File: src/rtl/ustep_pkg.sv
package ustep_pkg;
  localparam int unsigned IDX_W      = 6;
  localparam int unsigned QTR_W      = IDX_W - 2;
  localparam int unsigned QTR_STEPS  = 1 << QTR_W;
  localparam int unsigned MAG_W      = 7;
  localparam int unsigned FULL_SCALE = 100;

  typedef logic [IDX_W-1:0] pos_t;
  typedef logic [QTR_W:0]   qpos_t;
  typedef logic [MAG_W-1:0] mag_t;

  // quarter-wave sine, percent, entries 0..QTR_STEPS
  function automatic mag_t qsine(input qpos_t k);
    case (k)
      5'd0:    qsine = 7'd0;
      5'd1:    qsine = 7'd10;
      5'd2:    qsine = 7'd20;
      5'd3:    qsine = 7'd29;
      5'd4:    qsine = 7'd38;
      5'd5:    qsine = 7'd47;
      5'd6:    qsine = 7'd56;
      5'd7:    qsine = 7'd63;
      5'd8:    qsine = 7'd71;
      5'd9:    qsine = 7'd77;
      5'd10:   qsine = 7'd83;
      5'd11:   qsine = 7'd88;
      5'd12:   qsine = 7'd92;
      5'd13:   qsine = 7'd96;
      5'd14:   qsine = 7'd98;
      default: qsine = 7'd100;
    endcase
  endfunction
endpackage

File: src/rtl/ustep_index.sv
module ustep_index
  import ustep_pkg::*;
(
  input  logic clk_i,
  input  logic rst_ni,
  input  logic en_i,
  input  logic step_i,
  input  logic dir_i,
  output pos_t pos_o
);
  pos_t pos_q;

  always_ff @(posedge clk_i or negedge rst_ni) begin
    if (!rst_ni)              pos_q <= '0;
    else if (en_i && step_i)  pos_q <= dir_i ? pos_q + pos_t'(1) : pos_q - pos_t'(1);
  end

  assign pos_o = pos_q;

  assert_fwd_step_R2: assert property (@(posedge clk_i) disable iff (!rst_ni)
    (en_i && step_i && dir_i) |=> (pos_q == pos_t'($past(pos_q) + 1)));

  assert_rev_step_R3: assert property (@(posedge clk_i) disable iff (!rst_ni)
    (en_i && step_i && !dir_i) |=> (pos_q == pos_t'($past(pos_q) - 1)));

  assert_hold_R4: assert property (@(posedge clk_i) disable iff (!rst_ni)
    !(en_i && step_i) |=> $stable(pos_q));
endmodule

File: src/rtl/ustep_qtable.sv
module ustep_qtable
  import ustep_pkg::*;
(
  input  qpos_t k_i,
  output mag_t  mag_o
);
  assign mag_o = qsine(k_i);
endmodule

File: src/rtl/ustep_fold.sv
module ustep_fold
  import ustep_pkg::*;
(
  input  pos_t pos_i,
  input  logic en_i,
  output mag_t a_mag_o,
  output logic a_neg_o,
  output mag_t b_mag_o,
  output logic b_neg_o
);
  localparam int unsigned NPH = 2;

  logic [1:0] quad;
  qpos_t      off, off_mir;
  mag_t       mag_raw [NPH];

  assign quad    = pos_i[IDX_W-1 -: 2];
  assign off     = {1'b0, pos_i[QTR_W-1:0]};
  assign off_mir = qpos_t'(QTR_STEPS) - off;

  // phase 0 = A reads mirrored in odd quadrants, phase 1 = B the opposite
  for (genvar p = 0; p < NPH; p++) begin : g_ph
    logic  mir;
    qpos_t k;
    assign mir = (p == 0) ? quad[0] : ~quad[0];
    assign k   = mir ? off_mir : off;
    ustep_qtable u_tab (.k_i(k), .mag_o(mag_raw[p]));
  end

  assign a_mag_o = en_i ? mag_raw[0] : '0;
  assign b_mag_o = en_i ? mag_raw[1] : '0;
  assign a_neg_o = quad[1];
  assign b_neg_o = quad[1] ^ quad[0];
endmodule

File: src/rtl/ustep_phase_seq.sv
module ustep_phase_seq
  import ustep_pkg::*;
(
  input  logic       clk_i,
  input  logic       rst_ni,
  input  logic       en_i,
  input  logic       step_i,
  input  logic       dir_i,
  output logic [5:0] pos_o,
  output logic [6:0] a_mag_o,
  output logic       a_neg_o,
  output logic [6:0] b_mag_o,
  output logic       b_neg_o
);
  pos_t pos;

  ustep_index u_idx (
    .clk_i (clk_i), .rst_ni(rst_ni), .en_i(en_i),
    .step_i(step_i), .dir_i(dir_i), .pos_o(pos)
  );

  ustep_fold u_fold (
    .pos_i  (pos),    .en_i   (en_i),
    .a_mag_o(a_mag_o), .a_neg_o(a_neg_o),
    .b_mag_o(b_mag_o), .b_neg_o(b_neg_o)
  );

  assign pos_o = pos;

  logic [15:0] vec_sq;
  assign vec_sq = 16'(a_mag_o) * 16'(a_mag_o) + 16'(b_mag_o) * 16'(b_mag_o);

  assert_off_zero_R5: assert property (@(posedge clk_i) disable iff (!rst_ni)
    !en_i |-> (a_mag_o == '0 && b_mag_o == '0));

  assert_vector_len_R10: assert property (@(posedge clk_i) disable iff (!rst_ni)
    en_i |-> (vec_sq >= 16'd9800 && vec_sq <= 16'd10200));

  assert_axis_R8: assert property (@(posedge clk_i) disable iff (!rst_ni)
    (en_i && a_mag_o == '0) |-> (b_mag_o == 7'(FULL_SCALE)));
endmodule

File: config.mk
export PLATFORM = sky130hd
export DESIGN_NAME = ustep_phase_seq
export DESIGN_NICKNAME = d
export VERILOG_FILES = /design/src/rtl/ustep_pkg.sv /design/src/rtl/ustep_index.sv /design/src/rtl/ustep_qtable.sv /design/src/rtl/ustep_fold.sv /design/src/rtl/ustep_phase_seq.sv
export SDC_FILE = /design/constraint.sdc
export NUM_CORES = 1
export LEC_CHECK = 0
export BUFFER_PORTS_ARGS = -buffer_cell sky130_fd_sc_hd__buf_4
export CAP_MARGIN = 30
export CORE_ASPECT_RATIO = 1.75
export CORE_MARGIN = 5
export CORE_UTILIZATION = 30
export CTS_CLUSTER_SIZE = 24
export DETAILED_ROUTE_END_ITERATION = 10
export GPL_ROUTABILITY_DRIVEN = 0
export PLACE_DENSITY_LB_ADDON = 0.3
export SLEW_MARGIN = 20
export SYNTH_ARGS = -nofsm -noshare
export SYNTH_HDL_FRONTEND = slang
export SYNTH_SLANG_ARGS = --single-unit
export TNS_END_PERCENT = 100
File: constraint.sdc
create_clock -name clk_i -period 2.64 [get_ports clk_i]
set_clock_uncertainty 0.2 [all_clocks]
set_input_delay 0.264 -clock clk_i [delete_from_list [all_inputs] [get_ports clk_i]]
set_output_delay 0.264 -clock clk_i [all_outputs]
set_load 0.1 [all_outputs]
==> results of run 1 <==
==> synthesized netlist by cell type, types with 3 or more instances <==
| cell | number |
|---|---|
| nor2_1 | 13 |
| o21ai_0 | 7 |
| a211oi_1 | 3 |
| buf_6 | 3 |
| nor3_1 | 11 |
| a21oi_1 | 20 |
| dfrtp_1 | 6 |
| buf_4 | 4 |
| nor2b_1 | 5 |
| xnor2_1 | 6 |
| inv_1 | 6 |
| nand3_1 | 3 |
| a31oi_1 | 3 |
| xor2_1 | 6 |
| ha_1 | 13 |
| nand2_1 | 8 |
==> layer usage <==
metal / GRT usage / up-vias / share of wire
li1: - / 628 / -
met1: 0.1409 / 638 / 0.37
met2: 0.2645 / 28 / 0.58
met3: 0.01560 / 4 / 0.036
met4: 0.04752 / 0 / 0.014
met5: 0 / - / 0
==> path summary, 6_finish.rpt <==
path / startpoint / endpoint / slack, ns
max in group asynchronous: rst_ni / u_idx.pos_o[4]$_DFFE_PN0P_ / 1.90
max reg2reg: u_idx.pos_o[0]$_DFFE_PN0P_ / u_idx.pos_o[4]$_DFFE_PN0P_ / 0.43
min: rst_ni / u_idx.pos_o[0]$_DFFE_PN0P_ / 0.19
min reg2reg: u_idx.pos_o[5]$_DFFE_PN0P_ / u_idx.pos_o[5]$_DFFE_PN0P_ / 0.39
min in group clk_i: dir_i / u_idx.pos_o[5]$_DFFE_PN0P_ / 0.23
max: u_idx.pos_o[0]$_DFFE_PN0P_ / b_mag_o[2] / -0.09
==> area by class of cell <==
cell class	count	area [um2]
inverter	6	26.28
sequential	6	163.9
multi-input combinational	129	1326
fill	308	1534
clock buffer	4	45.04
tap	46	57.56
timing repair buffer	49	511.7
==> kinds of logic (layout without fill, tap and decap cells) <==
logic type	after synthesis	in the layout	share of synthesized area
AND/OR/NAND/NOR	50	50	0.2215
XOR/XNOR	12	12	0.09210
adder cells (fa/ha/maj)	14	14	0.1601
AO/OA/AOI/OAI	49	49	0.2697
multiplexers	4	4	0.04166
buffers and inverters	15	59	0.08332
flip-flops	6	6	0.1316
==> critical path, cell delays in order, from the launching register on <==
cell        delay [ns]
dfrtp_4           0.49
clkinvlp_4        0.10
ha_4              0.21
mux2_4            0.30
ha_4              0.25
a21oi_1           0.22
o221ai_2          0.12
and3_4            0.19
buf_12            0.16
==> placed cells by master, fill, tap and decap left out, drive strengths merged, types with 2 or more instances in the layout <==
cell / count
or3: 2
a21o: 2
or2: 2
nor2: 13
a21oi: 20
dfrtp: 6
nand2: 8
clkbuf: 4
ha: 13
a211oi: 3
xnor2: 6
nor2b: 5
buf: 48
nor3: 11
o21ai: 8
xor2: 6
o211ai: 3
mux2: 3
a31oi: 3
nand3: 3
o21a: 2
o221ai: 2
inv: 5
o31ai: 2
==> per-stage QoR <==
stage	setup slack, ns	util	area [um2]
final	-0.08960	0.5814	2131
after CTS	-0.06931	0.5282	1936
after detailed placement	0.006063	0.4572	1675
after floorplan	-0.5614	-	1405
after global placement	0.05117	0.4572	1675
after global routing	-0.1484	0.5814	2131
==> repair_timing <==
item                       CTS  global route
gates cloned                 0             1
hold buffers                 1             0
setup buffers                4             5
pin swaps                   10            12
gates resized for setup     38            33
hold endpoints to repair     6             0
setup endpoints to repair   12            12
==> results.md, run 1 <==
* Crit end category: primary output
* CTS tree: done
* Worst Setup Start Kind: flop
* Fin. Hold Viols at 0
* Final global-route overflow total at 0
* Post-route insts no fill at between 200 and 250
* Ys Warns at 0
* Drt total wl at between 3000 and 4000 um
* # DRC at 0
* Largest net degree at the start of global routing at 17
* Slew Limit Fails at 0
* RSZ-0062 raised after global routing: true
* DIE AREA at 5186 um2
* CTS root buf: clkbuf_8
* Asr flop ratio synth at 1.000
* Via count at roughly 1300
* Mean Syn Cell Area at approximately 7.6 um2
* Num CTS Buffers at 3
* Relative slew slack at 0.7484
* Worst-skew pair later-pin latency at approximately 0.23 ns
* Max-cap viol count at 0
* Std-Cell Rows at 29
* Post-synthesis sequential area ratio at 0.1316
* CTS clk-pin slew, worst paths at approximately 0.040 ns
* Hold slack at between 0.15 and 0.2 ns
* Period utilisation layout at 1.034
* Worst Max-Slew Pin Slew at roughly 0.38 ns
* Outcome: finished with violations
* CP max FO at 3
* Nets@finish at about 210
* Synthesized area at ~1100 um2
* Post-Syn Instances at 150
* DPL Wire Length at 2660 um
* Htree depth at 1
* Sum of negative setup slack at -0.2777 ns
* Routed vias/inst at 5.408
* CTS max path bufs at 2
* Critical Path RT at around 2.2 ns
* Top post-synthesis cells by area: ha_1 14%, dfrtp_1 13%, a21oi_1 8.8%
* Placed Cells incl. Taps at 225
* Clock Sinks at 6
* Pre-antenna DRT Iters at 4
* Worst Hold Class: in2async
* Port Buffers at 26
* Area Overhead vs Synth at 86.73%
* Minimum clock period at between 2 and 3 ns
* Final setup viols at 5
* First-pass GRT wire length at about 5800 um
* Die height at 91.59 um
* Core area at 3665 um2
* Setup WS post-layout at -0.08960 ns
* FF-to-FF path depth at 7
* Max reg flops at 6
* Cell taking the most area after synthesis: ha_1
* Number of enable flip-flop cells after synthesis at 0
* Ys flop type: dfrtp_1
* Failing checks: negative setup slack
* Fmax at about 370 MHz
* Initial antenna violation count at 0
* Number of global-route vias before repair at 1300
* Layout cell share with drive strength beyond 1 at 0.5979
* Synth top area share at 0.1425
* Synth cell types at between 40 and 50
* I/O pin count at 27
* Ant diodes at 0
* Post-synthesis net count at around 170
* Die W at 56.62 um
* Critical path data arrival time at around 2.3 ns
* Total GRT Usage at 0.1349
* Starting Density at 0.3114
* Class of the most critical setup path: reg2out
* 1st-iter DRT viols at 16
* DRT antenna net count at 0
* Drt wl/cell at around 16 um
* Flops & latches, synth at 6
Power of run 1 is left out: the tool's default activity adds up to more than one toggle a clock period on the data nets, which glitch-free logic cannot reach.
==> inputs of run 2 (changes only) <==
- BUFFER_PORTS_ARGS: -buffer_cell sky130_fd_sc_hd__buf_4 -> not set
- DONT_BUFFER_PORTS: not set -> 1
==> results.md, run 2 (synthesized netlist as in run 1, its figures left out) <==
* Num CTS Buffers at 3
* Failing checks: negative setup slack
* Largest net degree at the start of global routing at 21
* Relative slew slack at 0.6270
* RSZ-0062 raised after global routing: true
* Reg2Reg Launch Point: u_idx.pos_o[4]$_DFFE_PN0P_
* CP max FO at 5
* Area Overhead vs Synth at 87.94%
* Register area at about 170 um2
* CTS clk-pin slew, worst paths at approximately 0.040 ns
* Initial antenna violation count at 0
* DIE AREA at 5186 um2
* Max reg flops at 6
* Total GRT Usage at 0.1350
* CP max stage delay at 0.50 ns
* DRT antenna net count at 0
* Slew Limit Fails at 0
* Worst Max-Slew Pin Slew at 0.5596 ns
* Die W at roughly 57 um
* Most Frequent Cell on Critical Path: ha_4
* Period utilisation layout at 1.028
* I/O pin count at 27
* Routed vias/inst at 5.604
* Nets@finish at 210
* Final global-route overflow total at 0
* Hold path start: dir_i
* DPL Wire Length at 2679 um
* Outcome: finished with violations
* Hold path depth at 3
* Commonest cells after routing, fill and taps aside: 25 x buf_4, 14 x a21oi_1, 14 x buf_12
* Drt total wl at between 3000 and 4000 um
* R2r endpoint: u_idx.pos_o[5]$_DFFE_PN0P_
* Hold slack at around 0.15 ns
* Ant diodes at 0
* Port Buffers at 0
* Pre-antenna DRT Iters at 4
* Worst-skew pair later-pin latency at about 0.22 ns
* Max-cap viol count at 0
* CTS root buf: clkbuf_8
* 1st-iter DRT viols at 23
* Fin. Hold Viols at 0
* CTS max path bufs at 2
* CP cell instances: clkinvlp_4 -> ha_4 -> mux2_4 -> buf_6 -> ha_4 -> nor3_4 -> a31oi_2 -> a21oi_4 -> buf_12
* Most common cell after layout, fill and taps aside: buf_4
* Multi-input gate area at approximately 1300 um2
* Critical path data arrival time at between 2 and 2.5 ns
* Worst Hold Class: in2reg
* Starting Density at 0.3114
* Class of the most critical setup path: reg2out
* Core area at roughly 3700 um2
* Filler cells at just over 300
* Crit end category: primary output
* Fmax at between 300 and 400 MHz
* Number of global-route vias before repair at ~1400
* CTS tree: done
* Die height at between 90 and 100 um
* Via count at ~1300
* R2R Setup Slk at ~0.25 ns
* Htree depth at 1
* Clock Sinks at 6
* Pre-CTS setup slack at roughly 0.088 ns
* Worst Setup Start Kind: flop
* Drt wl/cell at ~16 um
* Minimum clock period at around 2.7 ns
* Setup WS post-layout at -0.07499 ns
* Layout cell share with drive strength beyond 1 at 0.5979
* # DRC at 0
* Critical Path RT at roughly 2.2 ns
* Slowest CP cell: dfrtp_4
* Worst Hold Path EP: u_idx.pos_o[5]$_DFFE_PN0P_
* Std-Cell Rows at 29
* Final setup viols at 4
* First-pass GRT wire length at ~5800 um
* FF-to-FF path depth at 6
-- run 2: layer usage --
layer,share of wire,vias to the layer above,global-route usage
met5,0,-,0
met4,0.022,0,0.04950
met3,0.052,17,0.01986
met2,0.58,59,0.2780
met1,0.34,625,0.1261
li1,-,616,-
-- run 2: what timing repair did --
item	in CTS	in global routing
gates resized for setup	13	29
endpoints found under the setup margin	9	12
hold buffers	1	0
pin swaps	8	12
endpoints found under the hold margin	6	0
setup buffers	4	9
cloned	0	1
-- run 2: worst max-delay path by stage --
| stage | startpoint | endpoint | slack [ns] | depth (start not counted) |
|---|---|---|---|---|
| 2_1_floorplan | u_idx.pos_o[0]$_DFFE_PN0P_ | b_mag_o[1] | -0.56 | 8 |
| 3_3_place_gp | u_idx.pos_o[0]$_DFFE_PN0P_ | b_mag_o[0] | 0.12 | 7 |
| 3_5_place_dp | u_idx.pos_o[0]$_DFFE_PN0P_ | b_mag_o[0] | 0.09 | 7 |
| 4_1_cts | u_idx.pos_o[0]$_DFFE_PN0P_ | b_mag_o[3] | -0.07 | 7 |
| 5_1_grt | u_idx.pos_o[0]$_DFFE_PN0P_ | b_mag_o[0] | -0.16 | 9 |
| 6_report | u_idx.pos_o[0]$_DFFE_PN0P_ | b_mag_o[0] | -0.07 | 9 |
-- run 2: critical path, delay by kind of cell (launching register included) --
family                     cells  cell delay (ns)
DFF                            1             0.50
adders and majority gates      2             0.37
buffers and inverters          3             0.43
AOI/OAI and AO/OA              2             0.26
and+or+nand+nor                1             0.18
muxes                          1             0.30
-- run 2: layout make-up --
type	count	area share
timing repair buffer	45	0.2462
inverter	6	0.01225
sequential	6	0.07701
multi-input combinational	129	0.6184
tap	46	0.02684
clock buffer	3	0.01925
-- run 2: through the flow --
| step | cells | utilization | area (um2) | setup TNS (ns) |
|---|---|---|---|---|
| 3_5_place_dp | 217 | 0.4889 | 1792 | 0 |
| 4_1_cts | 225 | 0.5271 | 1932 | -0.3585 |
| 2_1_floorplan | 150 | - | 1405 | -4.650 |
| 5_1_grt | 235 | 0.5852 | 2145 | -0.6205 |
| 3_3_place_gp | 217 | 0.4889 | 1792 | 0 |
| 6_report | 235 | 0.5852 | 2145 | -0.1759 |
Power of run 2 is left out for the same reason.
